**src/rtl/twi_pkg.sv**
```systemverilog
package twi_pkg;

    typedef enum logic [2:0] {
        ENG_IDLE,
        ENG_RX,
        ENG_RX_ACK,
        ENG_TX,
        ENG_TX_ACK
    } eng_state_e;

    typedef struct packed {
        logic start;
        logic stop;
        logic rise;
        logic fall;
    } bus_evt_t;

    localparam int BYTE_BITS = 8;

    function automatic int cnt_width(input int limit);
        return (limit < 2) ? 1 : $clog2(limit + 1);
    endfunction

endpackage

```
**src/rtl/twi_line_filter.sv**
```systemverilog
module twi_line_filter #(
    parameter int FILT_LEN = 4
) (
    input  logic clk,
    input  logic rst,
    input  logic raw,
    output logic filt
);
    localparam int CW = twi_pkg::cnt_width(FILT_LEN);

    logic          sync0, sync1;
    logic          level_q;
    logic [CW-1:0] run_cnt;

    always_ff @(posedge clk) begin
        if (rst) begin
            sync0   <= 1'b1;
            sync1   <= 1'b1;
            level_q <= 1'b1;
            run_cnt <= '0;
        end else begin
            sync0 <= raw;
            sync1 <= sync0;
            if (sync1 == level_q) begin
                run_cnt <= '0;
            end else if (run_cnt == CW'(FILT_LEN - 1)) begin
                level_q <= sync1;
                run_cnt <= '0;
            end else begin
                run_cnt <= run_cnt + 1'b1;
            end
        end
    end

    assign filt = level_q;

endmodule

```
**src/rtl/twi_bus_events.sv**
```systemverilog
module twi_bus_events (
    input  logic              clk,
    input  logic              rst,
    input  logic              scl_f,
    input  logic              sda_f,
    output twi_pkg::bus_evt_t ev
);
    logic scl_q, sda_q;

    always_ff @(posedge clk) begin
        if (rst) begin
            scl_q <= 1'b1;
            sda_q <= 1'b1;
        end else begin
            scl_q <= scl_f;
            sda_q <= sda_f;
        end
    end

    always_comb begin
        ev.start = scl_f & scl_q & sda_q & ~sda_f;
        ev.stop  = scl_f & scl_q & ~sda_q & sda_f;
        ev.rise  = scl_f & ~scl_q;
        ev.fall  = ~scl_f & scl_q;
    end

endmodule

```
**src/rtl/twi_bit_engine.sv**
```systemverilog
module twi_bit_engine #(
    parameter int HOLD_CLKS = 3
) (
    input  logic              clk,
    input  logic              rst,
    input  twi_pkg::bus_evt_t ev,
    input  logic              sda_f,
    input  logic              tx_load,
    input  logic [7:0]        tx_byte,
    output logic              sda_oe,
    output logic              rx_valid,
    output logic [7:0]        rx_byte
);
    import twi_pkg::*;

    localparam int HW = cnt_width(HOLD_CLKS);
    localparam int BW = cnt_width(BYTE_BITS);

    eng_state_e    state;
    logic [BW-1:0] bit_cnt;
    logic [7:0]    rx_sh;
    logic [7:0]    rx_hold;
    logic [7:0]    tx_buf;
    logic [7:0]    tx_sh;
    logic          armed;
    logic          ctl_ack;
    logic          drive_next;
    logic          hold_pend;
    logic [HW-1:0] hold_cnt;
    logic          oe_q;
    logic          rxv_q;

    always_ff @(posedge clk) begin
        if (rst) begin
            state      <= ENG_IDLE;
            bit_cnt    <= '0;
            rx_sh      <= '0;
            rx_hold    <= '0;
            tx_buf     <= '0;
            tx_sh      <= '0;
            armed      <= 1'b0;
            ctl_ack    <= 1'b0;
            drive_next <= 1'b0;
            hold_pend  <= 1'b0;
            hold_cnt   <= '0;
            oe_q       <= 1'b0;
            rxv_q      <= 1'b0;
        end else begin
            rxv_q <= 1'b0;
            if (tx_load) begin
                tx_buf <= tx_byte;
                armed  <= 1'b1;
            end
            if (ev.start) begin
                state     <= ENG_RX;
                bit_cnt   <= '0;
                oe_q      <= 1'b0;
                hold_pend <= 1'b0;
                armed     <= tx_load;
            end else if (ev.stop) begin
                state     <= ENG_IDLE;
                bit_cnt   <= '0;
                oe_q      <= 1'b0;
                hold_pend <= 1'b0;
                armed     <= 1'b0;
            end else begin
                if (hold_pend) begin
                    if (hold_cnt == HW'(HOLD_CLKS - 1)) begin
                        oe_q      <= drive_next;
                        hold_pend <= 1'b0;
                    end else begin
                        hold_cnt <= hold_cnt + 1'b1;
                    end
                end
                unique case (state)
                    ENG_IDLE: begin
                    end
                    ENG_RX: begin
                        if (ev.rise) begin
                            rx_sh   <= {rx_sh[6:0], sda_f};
                            bit_cnt <= bit_cnt + 1'b1;
                        end else if (ev.fall && bit_cnt == BW'(BYTE_BITS)) begin
                            rx_hold    <= rx_sh;
                            rxv_q      <= 1'b1;
                            state      <= ENG_RX_ACK;
                            drive_next <= 1'b1;
                            hold_pend  <= 1'b1;
                            hold_cnt   <= '0;
                        end
                    end
                    ENG_RX_ACK: begin
                        if (ev.fall) begin
                            bit_cnt   <= '0;
                            hold_pend <= 1'b1;
                            hold_cnt  <= '0;
                            if (armed) begin
                                state      <= ENG_TX;
                                drive_next <= ~tx_buf[7];
                                tx_sh      <= {tx_buf[6:0], 1'b1};
                                armed      <= 1'b0;
                            end else begin
                                state      <= ENG_RX;
                                drive_next <= 1'b0;
                            end
                        end
                    end
                    ENG_TX: begin
                        if (ev.rise) begin
                            bit_cnt <= bit_cnt + 1'b1;
                        end else if (ev.fall) begin
                            hold_pend <= 1'b1;
                            hold_cnt  <= '0;
                            if (bit_cnt == BW'(BYTE_BITS)) begin
                                state      <= ENG_TX_ACK;
                                drive_next <= 1'b0;
                            end else begin
                                drive_next <= ~tx_sh[7];
                                tx_sh      <= {tx_sh[6:0], 1'b1};
                            end
                        end
                    end
                    ENG_TX_ACK: begin
                        if (ev.rise) begin
                            ctl_ack <= ~sda_f;
                        end else if (ev.fall) begin
                            bit_cnt <= '0;
                            if (ctl_ack && armed) begin
                                state      <= ENG_TX;
                                drive_next <= ~tx_buf[7];
                                tx_sh      <= {tx_buf[6:0], 1'b1};
                                armed      <= 1'b0;
                                hold_pend  <= 1'b1;
                                hold_cnt   <= '0;
                            end else begin
                                state <= ENG_IDLE;
                            end
                        end
                    end
                    default: state <= ENG_IDLE;
                endcase
            end
        end
    end

    assign sda_oe   = oe_q;
    assign rx_valid = rxv_q;
    assign rx_byte  = rx_hold;

endmodule

```
**src/rtl/twi_standby_ctl.sv**
```systemverilog
module twi_standby_ctl (
    input  logic              clk,
    input  logic              rst,
    input  twi_pkg::bus_evt_t ev,
    input  logic              busy_i,
    output logic              standby
);
    logic in_txn;
    logic txn_next;

    always_comb begin
        txn_next = in_txn;
        if (ev.start) begin
            txn_next = 1'b1;
        end else if (ev.stop) begin
            txn_next = 1'b0;
        end
    end

    always_ff @(posedge clk) begin
        if (rst) begin
            in_txn  <= 1'b0;
            standby <= 1'b1;
        end else begin
            in_txn  <= txn_next;
            standby <= ~txn_next & ~busy_i;
        end
    end

endmodule

```
**src/rtl/twi_phy.sv**
```systemverilog
module twi_phy #(
    parameter int FILT_LEN  = 4,
    parameter int HOLD_CLKS = 3
) (
    input  logic       clk,
    input  logic       rst,
    input  logic       scl_i,
    input  logic       sda_i,
    input  logic       busy_i,
    input  logic       tx_load,
    input  logic [7:0] tx_byte,
    output logic       scl_filt,
    output logic       sda_filt,
    output logic       sda_oe,
    output logic       rx_valid,
    output logic [7:0] rx_byte,
    output logic       standby
);
    import twi_pkg::*;

    localparam int LINES = 2;

    logic [LINES-1:0] raw_lines;
    logic [LINES-1:0] filt_lines;
    bus_evt_t         ev;

    assign raw_lines = {sda_i, scl_i};

    for (genvar g = 0; g < LINES; g++) begin : g_filt
        twi_line_filter #(.FILT_LEN(FILT_LEN)) u_filt (
            .clk  (clk),
            .rst  (rst),
            .raw  (raw_lines[g]),
            .filt (filt_lines[g])
        );
    end

    assign scl_filt = filt_lines[0];
    assign sda_filt = filt_lines[1];

    twi_bus_events u_events (
        .clk   (clk),
        .rst   (rst),
        .scl_f (filt_lines[0]),
        .sda_f (filt_lines[1]),
        .ev    (ev)
    );

    twi_bit_engine #(.HOLD_CLKS(HOLD_CLKS)) u_engine (
        .clk      (clk),
        .rst      (rst),
        .ev       (ev),
        .sda_f    (filt_lines[1]),
        .tx_load  (tx_load),
        .tx_byte  (tx_byte),
        .sda_oe   (sda_oe),
        .rx_valid (rx_valid),
        .rx_byte  (rx_byte)
    );

    twi_standby_ctl u_standby (
        .clk     (clk),
        .rst     (rst),
        .ev      (ev),
        .busy_i  (busy_i),
        .standby (standby)
    );

endmodule

```
**config.mk**
```make
export PLATFORM = sky130hd
export DESIGN_NAME = twi_phy
export DESIGN_NICKNAME = d
export VERILOG_FILES = /design/src/rtl/twi_pkg.sv /design/src/rtl/twi_line_filter.sv /design/src/rtl/twi_bus_events.sv /design/src/rtl/twi_bit_engine.sv /design/src/rtl/twi_standby_ctl.sv /design/src/rtl/twi_phy.sv
export SDC_FILE = /design/constraint.sdc
export NUM_CORES = 1
export LEC_CHECK = 0
export BUFFER_PORTS_ARGS = -buffer_cell sky130_fd_sc_hd__clkbuf_2
export CORE_MARGIN = 4
export CORE_UTILIZATION = 47
export DETAILED_ROUTE_END_ITERATION = 16
export GPL_ROUTABILITY_DRIVEN = 0
export HOLD_SLACK_MARGIN = 0.06
export PLACE_DENSITY = 0.66
export SLEW_MARGIN = 20
export SYNTH_ARGS = -nofsm -noshare
export SYNTH_HDL_FRONTEND = slang
export SYNTH_SLANG_ARGS = --single-unit
```
**constraint.sdc**
```tcl
create_clock -name clk -period 2.1 [get_ports clk]
set_clock_uncertainty 0.15 [all_clocks]
set_input_delay 0.21 -clock clk [delete_from_list [all_inputs] [get_ports clk]]
set_output_delay 0.21 -clock clk [all_outputs]
set_load 0.005 [all_outputs]
```
==> results of run 1 <==
==> worst max path at each step <==
| stage | start | end |
|---|---|---|
| floorplan | g_filt[0].u_filt.filt | u_engine.tx_sh[3] |
| global placement | u_engine.state[1] | u_engine.tx_sh[7] |
| detailed placement | u_engine.state[1] | u_engine.tx_sh[1] |
| CTS | u_engine.state[1] | u_engine.tx_sh[2] |
| global route | u_engine.state[1] | u_engine.tx_sh[7] |
| finish | u_engine.state[1] | u_engine.tx_sh[2] |
==> registers in the layout, summed over array words and instances, names as in the netlist, 2 cells and up <==
register / count
g_filt.u_filt.sync0: 2
u_engine.rx_byte: 8
u_engine.bit_cnt: 4
u_engine.rx_sh: 8
g_filt.u_filt.run_cnt: 6
g_filt.u_filt.filt: 2
u_engine.tx_sh: 8
u_engine.hold_cnt: 2
u_engine.state: 3
g_filt.u_filt.sync1: 2
u_engine.tx_buf: 8
==> layer usage <==
layer  track usage [%]  vias to the layer above  wire length [um]
li1                  -                     1099                 -
met1             21.37                     1002              2488
met2             24.70                       46              2437
met3             4.907                        6               273
met4             5.180                        0                42
met5                 0                        -                 0
==> final cells by class <==
class                           instances  area, sq um
Clock buffer                           13        158.9
Multi-Input combinational cell        196         1359
Sequential cell                        63         1261
Clock inverter                          3        17.52
Fill cell                             519         2301
Tap cell                               72        90.09
Timing Repair Buffer                   50        337.8
Inverter                               13        48.80
==> worst max-delay path, delay by kind of cell, from the launching register on <==
kind	cells	cell delay (ns)
flops	1	0.60
compound gates	3	0.51
buf+inv	2	0.41
simple gates	1	0.11
==> layout by cell type (no fill, tap or decap), types with 3 or more instances in the layout <==
cell type,synthesis,final
a21oi_1,18,18
a311oi_1,5,5
and3b_1,3,3
buf_4,1,13
clkbuf_2,0,26
clkbuf_8,0,11
dfxtp_1,63,63
dlygate4sd3_1,0,11
ha_1,8,8
inv_1,12,12
mux2i_1,37,37
nand2_1,11,11
nand2b_1,3,3
nand3_1,4,4
nand3b_1,6,6
nor2_1,42,42
nor2b_1,4,4
nor3_1,5,5
o211ai_1,3,3
o21ai_0,5,5
or2_2,5,5
or3_1,3,3
xnor2_1,6,6
==> synthesized netlist by cell type (2+ instances only) <==
cell / count / area [sq um]
mux2i_1: 37 / 370.4
a311oi_1: 5 / 43.79
and3_1: 2 / 12.51
clkbuf_1: 5 / 18.77
buf_2: 6 / 30.03
nor3_1: 5 / 25.02
or2_2: 5 / 31.28
nand2b_1: 3 / 18.77
a21oi_2: 2 / 17.52
xnor2_1: 6 / 52.55
and3b_1: 3 / 26.28
dfxtp_1: 63 / 1261
ha_1: 8 / 100.1
nand3b_1: 6 / 45.04
nor2_1: 42 / 157.7
o21ai_0: 5 / 25.02
a31oi_1: 2 / 12.51
a21oi_1: 18 / 90.09
inv_1: 12 / 45.04
o32ai_1: 2 / 17.52
nand3_1: 4 / 20.02
nor2b_1: 4 / 25.02
nand2_1: 11 / 41.29
a311oi_2: 2 / 30.03
buf_6: 2 / 22.52
or3_1: 3 / 18.77
o21a_1: 2 / 15.01
o211ai_1: 3 / 22.52
==> logic make-up after synthesis <==
logic type	synth area share, %
AOI/OAI and AO/OA	12.78
adders and majority gates	3.640
and+or+nand+nor	17.56
buffers and inverters	4.777
DFF	45.86
xor gates and xnor gates	1.911
muxes	13.47
==> timing repair <==
action / 4_1_cts / 5_1_grt
hold buffers: 11 / 0
resized for setup: 0 / 1
hold endpoints to repair: 11 / 0
setup endpoints to repair: 0 / 7
==> power by group <==
part,switching (mW),leakage [nW],internal [mW],total (mW)
Sequential,0.00872,0.511,1.21,1.22
Combinational,0.0432,0.767,0.0460,0.0891
Clock,0.429,0.0894,0.489,0.919
==> per-stage QoR <==
stage	utilization, %	setup slack [ns]	instance area [sq um]
after floorplan	-	0.3530	2750
after global placement	53.56	0.2128	2985
after detailed placement	53.56	0.08824	2985
after CTS	58.70	0.04501	3272
after global routing	58.72	0.1051	3273
final	58.72	0.2120	3273
==> metrics.md, run 1 <==
| Metric | Value |
|---|---|
| Core area | `between 5000 and 6000 sq um` |
| Sinks on Clock Net | `63` |
| TritonCTS clock tree | `done` |
| Pleak | `approximately 1.4 nW` |
| Yosys reg bits | `between 60 and 70` |
| Hold EP | `g_filt[0].u_filt.filt` |
| Ys async rst share | `0%` |
| Tot GR Track Use | `approximately 16%` |
| Clock Tree Buf Depth | `2` |
| Per-cell routed wire length | `12.79 um` |
| IO Port Bufs | `26` |
| Min Tclk post-route | `around 1.9 ns` |
| Starting density of the core | `approximately half` |
| Critical path, cell by cell | `nor3b_2 -> buf_4 -> a21oi_1 -> buf_4 -> a21oi_1 -> a311oi_1` |
| Maximum vdd drop | `approximately 0.51 mV` |
| DR pass1 iterations | `4` |
| Worst-margin pin slew | `between 0.5 and 0.6 ns` |
| Min-Delay Path Depth | `3` |
| Vias per cell | `about 5.3` |
| Syn Inst Count | `287` |
| Worst skew pair latency | `about 0.33 ns` |
| Register area share after synthesis | `around 46%` |
| Largest net degree at the start of global routing | `36` |
| Hold_sp | `rst` |
| DRC | `0` |
| Setup bufs post-CTS | `0` |
| Layout area overhead | `19.02%` |
| Clk root buf | `clkbuf_8` |
| Flop-to-flop setup slack | `about 0.21 ns` |
| ANT nets after route | `0` |
| Worst-path clk slew | `0.07 ns` |
| Syn nets | `a little over 300` |
| DIE AREA | `between 7000 and 8000 sq um` |
| Slowest stage cell, crit path | `dfxtp_1` |
| Relative slew slack | `about three fifths` |
| First-pass GRT wire length | `~9400 um` |
| F_max | `0.5297 GHz` |
| Final instance count without filler cells | `410` |
| Hold Path Class | `input pin to flop` |
| Pins Over Slew Limit | `0` |
| Final nets | `355` |
| Synth Flop Type | `dfxtp_1` |
| Tcrit/Tclk final | `between 80% and 90%` |
| Gr ovfl total | `0` |
| Placed Cells | `~380` |
| RSZ-0062 raised after global routing | `no` |
| Cell Area, Synth | `around 2800 sq um` |
| H-Tree Level Count | `3` |
| Worst setup SP type | `flop` |
| Final Hold Vio Count | `0` |
| FF-to-FF End | `u_engine.tx_sh[2]` |
| PwrDens | `roughly 680 nW/um^2` |
| Initial antenna violation count | `0` |
| Vias in the first global route | `about 2,000` |
| Data required, critical path | `approximately 2.2 ns` |
| Routed wire length | `between 5000 and 6000 um` |
| Initial DRC count | `around 110` |
| Ports | `27` |
| Diodes inserted | `0` |
| Post-synthesis cell type count | `between 40 and 50` |
| Setup TNS | `0 ns` |
| R2R depth | `6` |
| # rows | `27` |
| Synth warnings | `0` |
| EDFF count, synth | `0` |
| CP max FO | `15` |
| Setup violations, final | `0` |
| Number of max-cap violations | `0` |
| Die H | `84.50 um` |
| Syn avg cell area | `~9.6 sq um` |
| Num CTS Buffers | `9` |
| Total number of vias | `~2,200` |
| Share of post-route cells with drive strength above 1 | `~20%` |
| CP max stage delay | `~0.6 ns` |
| Final HPWL DP | `3732 um` |
| Worst Setup End Kind | `flop` |
| Hold_ws | `about 0.084 ns` |
| Crit Path Category | `flop to flop` |
| CP arrival | `just under 2 ns` |
| Worst reg2reg startpoint | `u_engine.state[1]` |
| Die Width | `84.50 um` |
| Status | `finished clean` |
| Total Power | `2.228 mW` |
(Power assumes the default switching activity.)
==> run 2, diff against run 1 <==
--- a/config.mk
+++ b/config.mk
@@ -7,11 +7,11 @@
 export LEC_CHECK = 0
 export BUFFER_PORTS_ARGS = -buffer_cell sky130_fd_sc_hd__clkbuf_2
 export CORE_MARGIN = 4
-export CORE_UTILIZATION = 47
+export CORE_UTILIZATION = 50
 export DETAILED_ROUTE_END_ITERATION = 16
 export GPL_ROUTABILITY_DRIVEN = 0
 export HOLD_SLACK_MARGIN = 0.06
-export PLACE_DENSITY = 0.66
+export PLACE_DENSITY = 0.69
 export SLEW_MARGIN = 20
 export SYNTH_ARGS = -nofsm -noshare
 export SYNTH_HDL_FRONTEND = slang
==> run 2 against run 1 <==
Net effect: sequential power hardly changed; highest routed layer unchanged; critical path depth stayed put; combinational power hardly changed; setup slack better by 0.067 ns.
==> metrics.md, run 2 (synthesis results as in run 1) <==
| Metric | Value |
|---|---|
| Slowest stage cell, crit path | `or4_1` |
| TritonCTS clock tree | `done` |
| Ports | `27` |
| Placed Cells | `roughly 380` |
| Share of post-route cells with drive strength above 1 | `19.64%` |
| Crit Path Category | `flop to flop` |
| Final HPWL DP | `3579 um` |
| DRC | `0` |
| Total number of vias | `between 2,000 and 2,500` |
| Die H | `82.17 um` |
| DIE AREA | `a little under 7000 sq um` |
| Place WS | `roughly 0.093 ns` |
| Final instance count without filler cells | `406` |
| Placed Area | `~3000 sq um` |
| Sinks on Clock Net | `63` |
| Diodes inserted | `0` |
| Worst setup SP type | `flop` |
| Per-cell routed wire length | `between 10 and 15 um` |
| Initial antenna violation count | `0` |
| Worst Setup End Kind | `flop` |
| Relative slew slack | `about 65%` |
| Core area | `5205 sq um` |
| DR pass1 iterations | `5` |
| IO Port Bufs | `26` |
| Total Power | `roughly 2.3 mW` |
| Min-Delay Path Depth | `2` |
| First-pass GRT wire length | `between 9000 and 10,000 um` |
| Number of max-cap violations | `0` |
| Commonest non-fill, non-tap cells in the layout | `63 x dfxtp_1, 42 x nor2_1, 37 x mux2i_1, 26 x clkbuf_2, 18 x a21oi_1` |
| Worst skew pair latency | `0.34 ns` |
| Hold_ws | `0.07678 ns` |
| Min Tclk post-route | `1.821 ns` |
| CP max FO | `4` |
| RSZ-0062 raised after global routing | `no` |
| Tot GR Track Use | `between 10% and 20%` |
| Worst-path clk slew | `around 0.070 ns` |
| Final worst setup slack | `0.2786 ns` |
| Setup TNS | `0 ns` |
| Initial DRC count | `~120` |
| Die Width | `a little over 80 um` |
| Final Hold Vio Count | `0` |
| Tcrit/Tclk final | `~87%` |
| H-Tree Level Count | `3` |
| Hold Path Class | `input pin to flop` |
| Num CTS Buffers | `9` |
| Routed wire length | `approximately 5300 um` |
| Setup violations, final | `0` |
| Critical path, cell by cell | `inv_1 -> ha_1 -> nand3b_1 -> a211oi_1 -> or4_1 -> o211a_1` |
| Layout area overhead | `18.84%` |
| Vias per cell | `about 5.3` |
| Final core utilization | `62.79%` |
| Pins Over Slew Limit | `0` |
| Final nets | `353` |
| Status | `finished clean` |
| Pleak | `roughly 1.4 nW` |
| ANT nets after route | `0` |
| Data required, critical path | `2.19 ns` |
| F_max | `about 0.55 GHz` |
| PwrDens | `about 710 nW/um^2` |
| Largest net degree at the start of global routing | `36` |
| Post-route cell area | `approximately 3300 sq um` |
| R2R depth | `6` |
| # rows | `26` |
| Clk root buf | `clkbuf_8` |
| Gr ovfl total | `0` |
| CP arrival | `1.91 ns` |
| Clock Tree Buf Depth | `2` |
| Vias in the first global route | `about 2,100` |
| CP max stage delay | `about 0.5 ns` |
| Maximum vdd drop | `roughly 0.74 mV` |
| Most common cell after layout, fill and taps aside | `dfxtp_1` |
| Worst-margin pin slew | `between 0.5 and 0.6 ns` |
| Starting density of the core | `about 53%` |
| Setup bufs post-CTS | `0` |
run 2: power breakdown:
group	switching (mW)	internal, mW
logic	0.0442	0.0447
clock network	0.464	0.543
registers	0.00875	1.21
total	0.517	1.80
run 2: worst max-delay path: cells and delay by family, from the launching register on:
kind,cells,cell delay [ns]
AOI/OAI and AO/OA,2,0.24
buffers and inverters,1,0.07
adders and majority gates,1,0.22
and+or+nand+nor,2,0.66
DFF,1,0.39
run 2: what timing repair did:
action / CTS / global route
gates resized for setup: 0 / 1
hold buffers: 11 / 0
setup endpoints to repair: 0 / 5
endpoints found under the hold margin: 11 / 0
run 2: final cells by class:
class                   instances  area, sq um
clock buffers                  10        127.6
clock inverters                 6        61.31
fillers                       452         1937
inverters                      13        48.80
multi-input cells             196         1359
flip-flops and latches         63         1261
well taps                      70        87.58
repair buffers                 48        322.8
run 2: metal layers:
metal / global-route usage [%] / routed length [um] / share of wire, % / vias up
met2: 25.44 / 2304 / 43 / 56
met1: 23.33 / 2558 / 48 / 987
li1: - / - / - / 1098
met3: 4.664 / 294 / 5.5 / 16
met4: 11.63 / 149 / 2.8 / 0
met5: 0 / 0 / 0 / -
run 2: path summary, 6_finish.rpt:
kind                             to  slack [ns]              startpoint
max               u_engine.state[0]        0.28     u_engine.bit_cnt[0]
min                u_engine.ctl_ack        0.08                     rst
max reg2reg       u_engine.state[0]        0.28     u_engine.bit_cnt[0]
min reg2reg  g_filt[1].u_filt.sync1        0.27  g_filt[1].u_filt.sync0
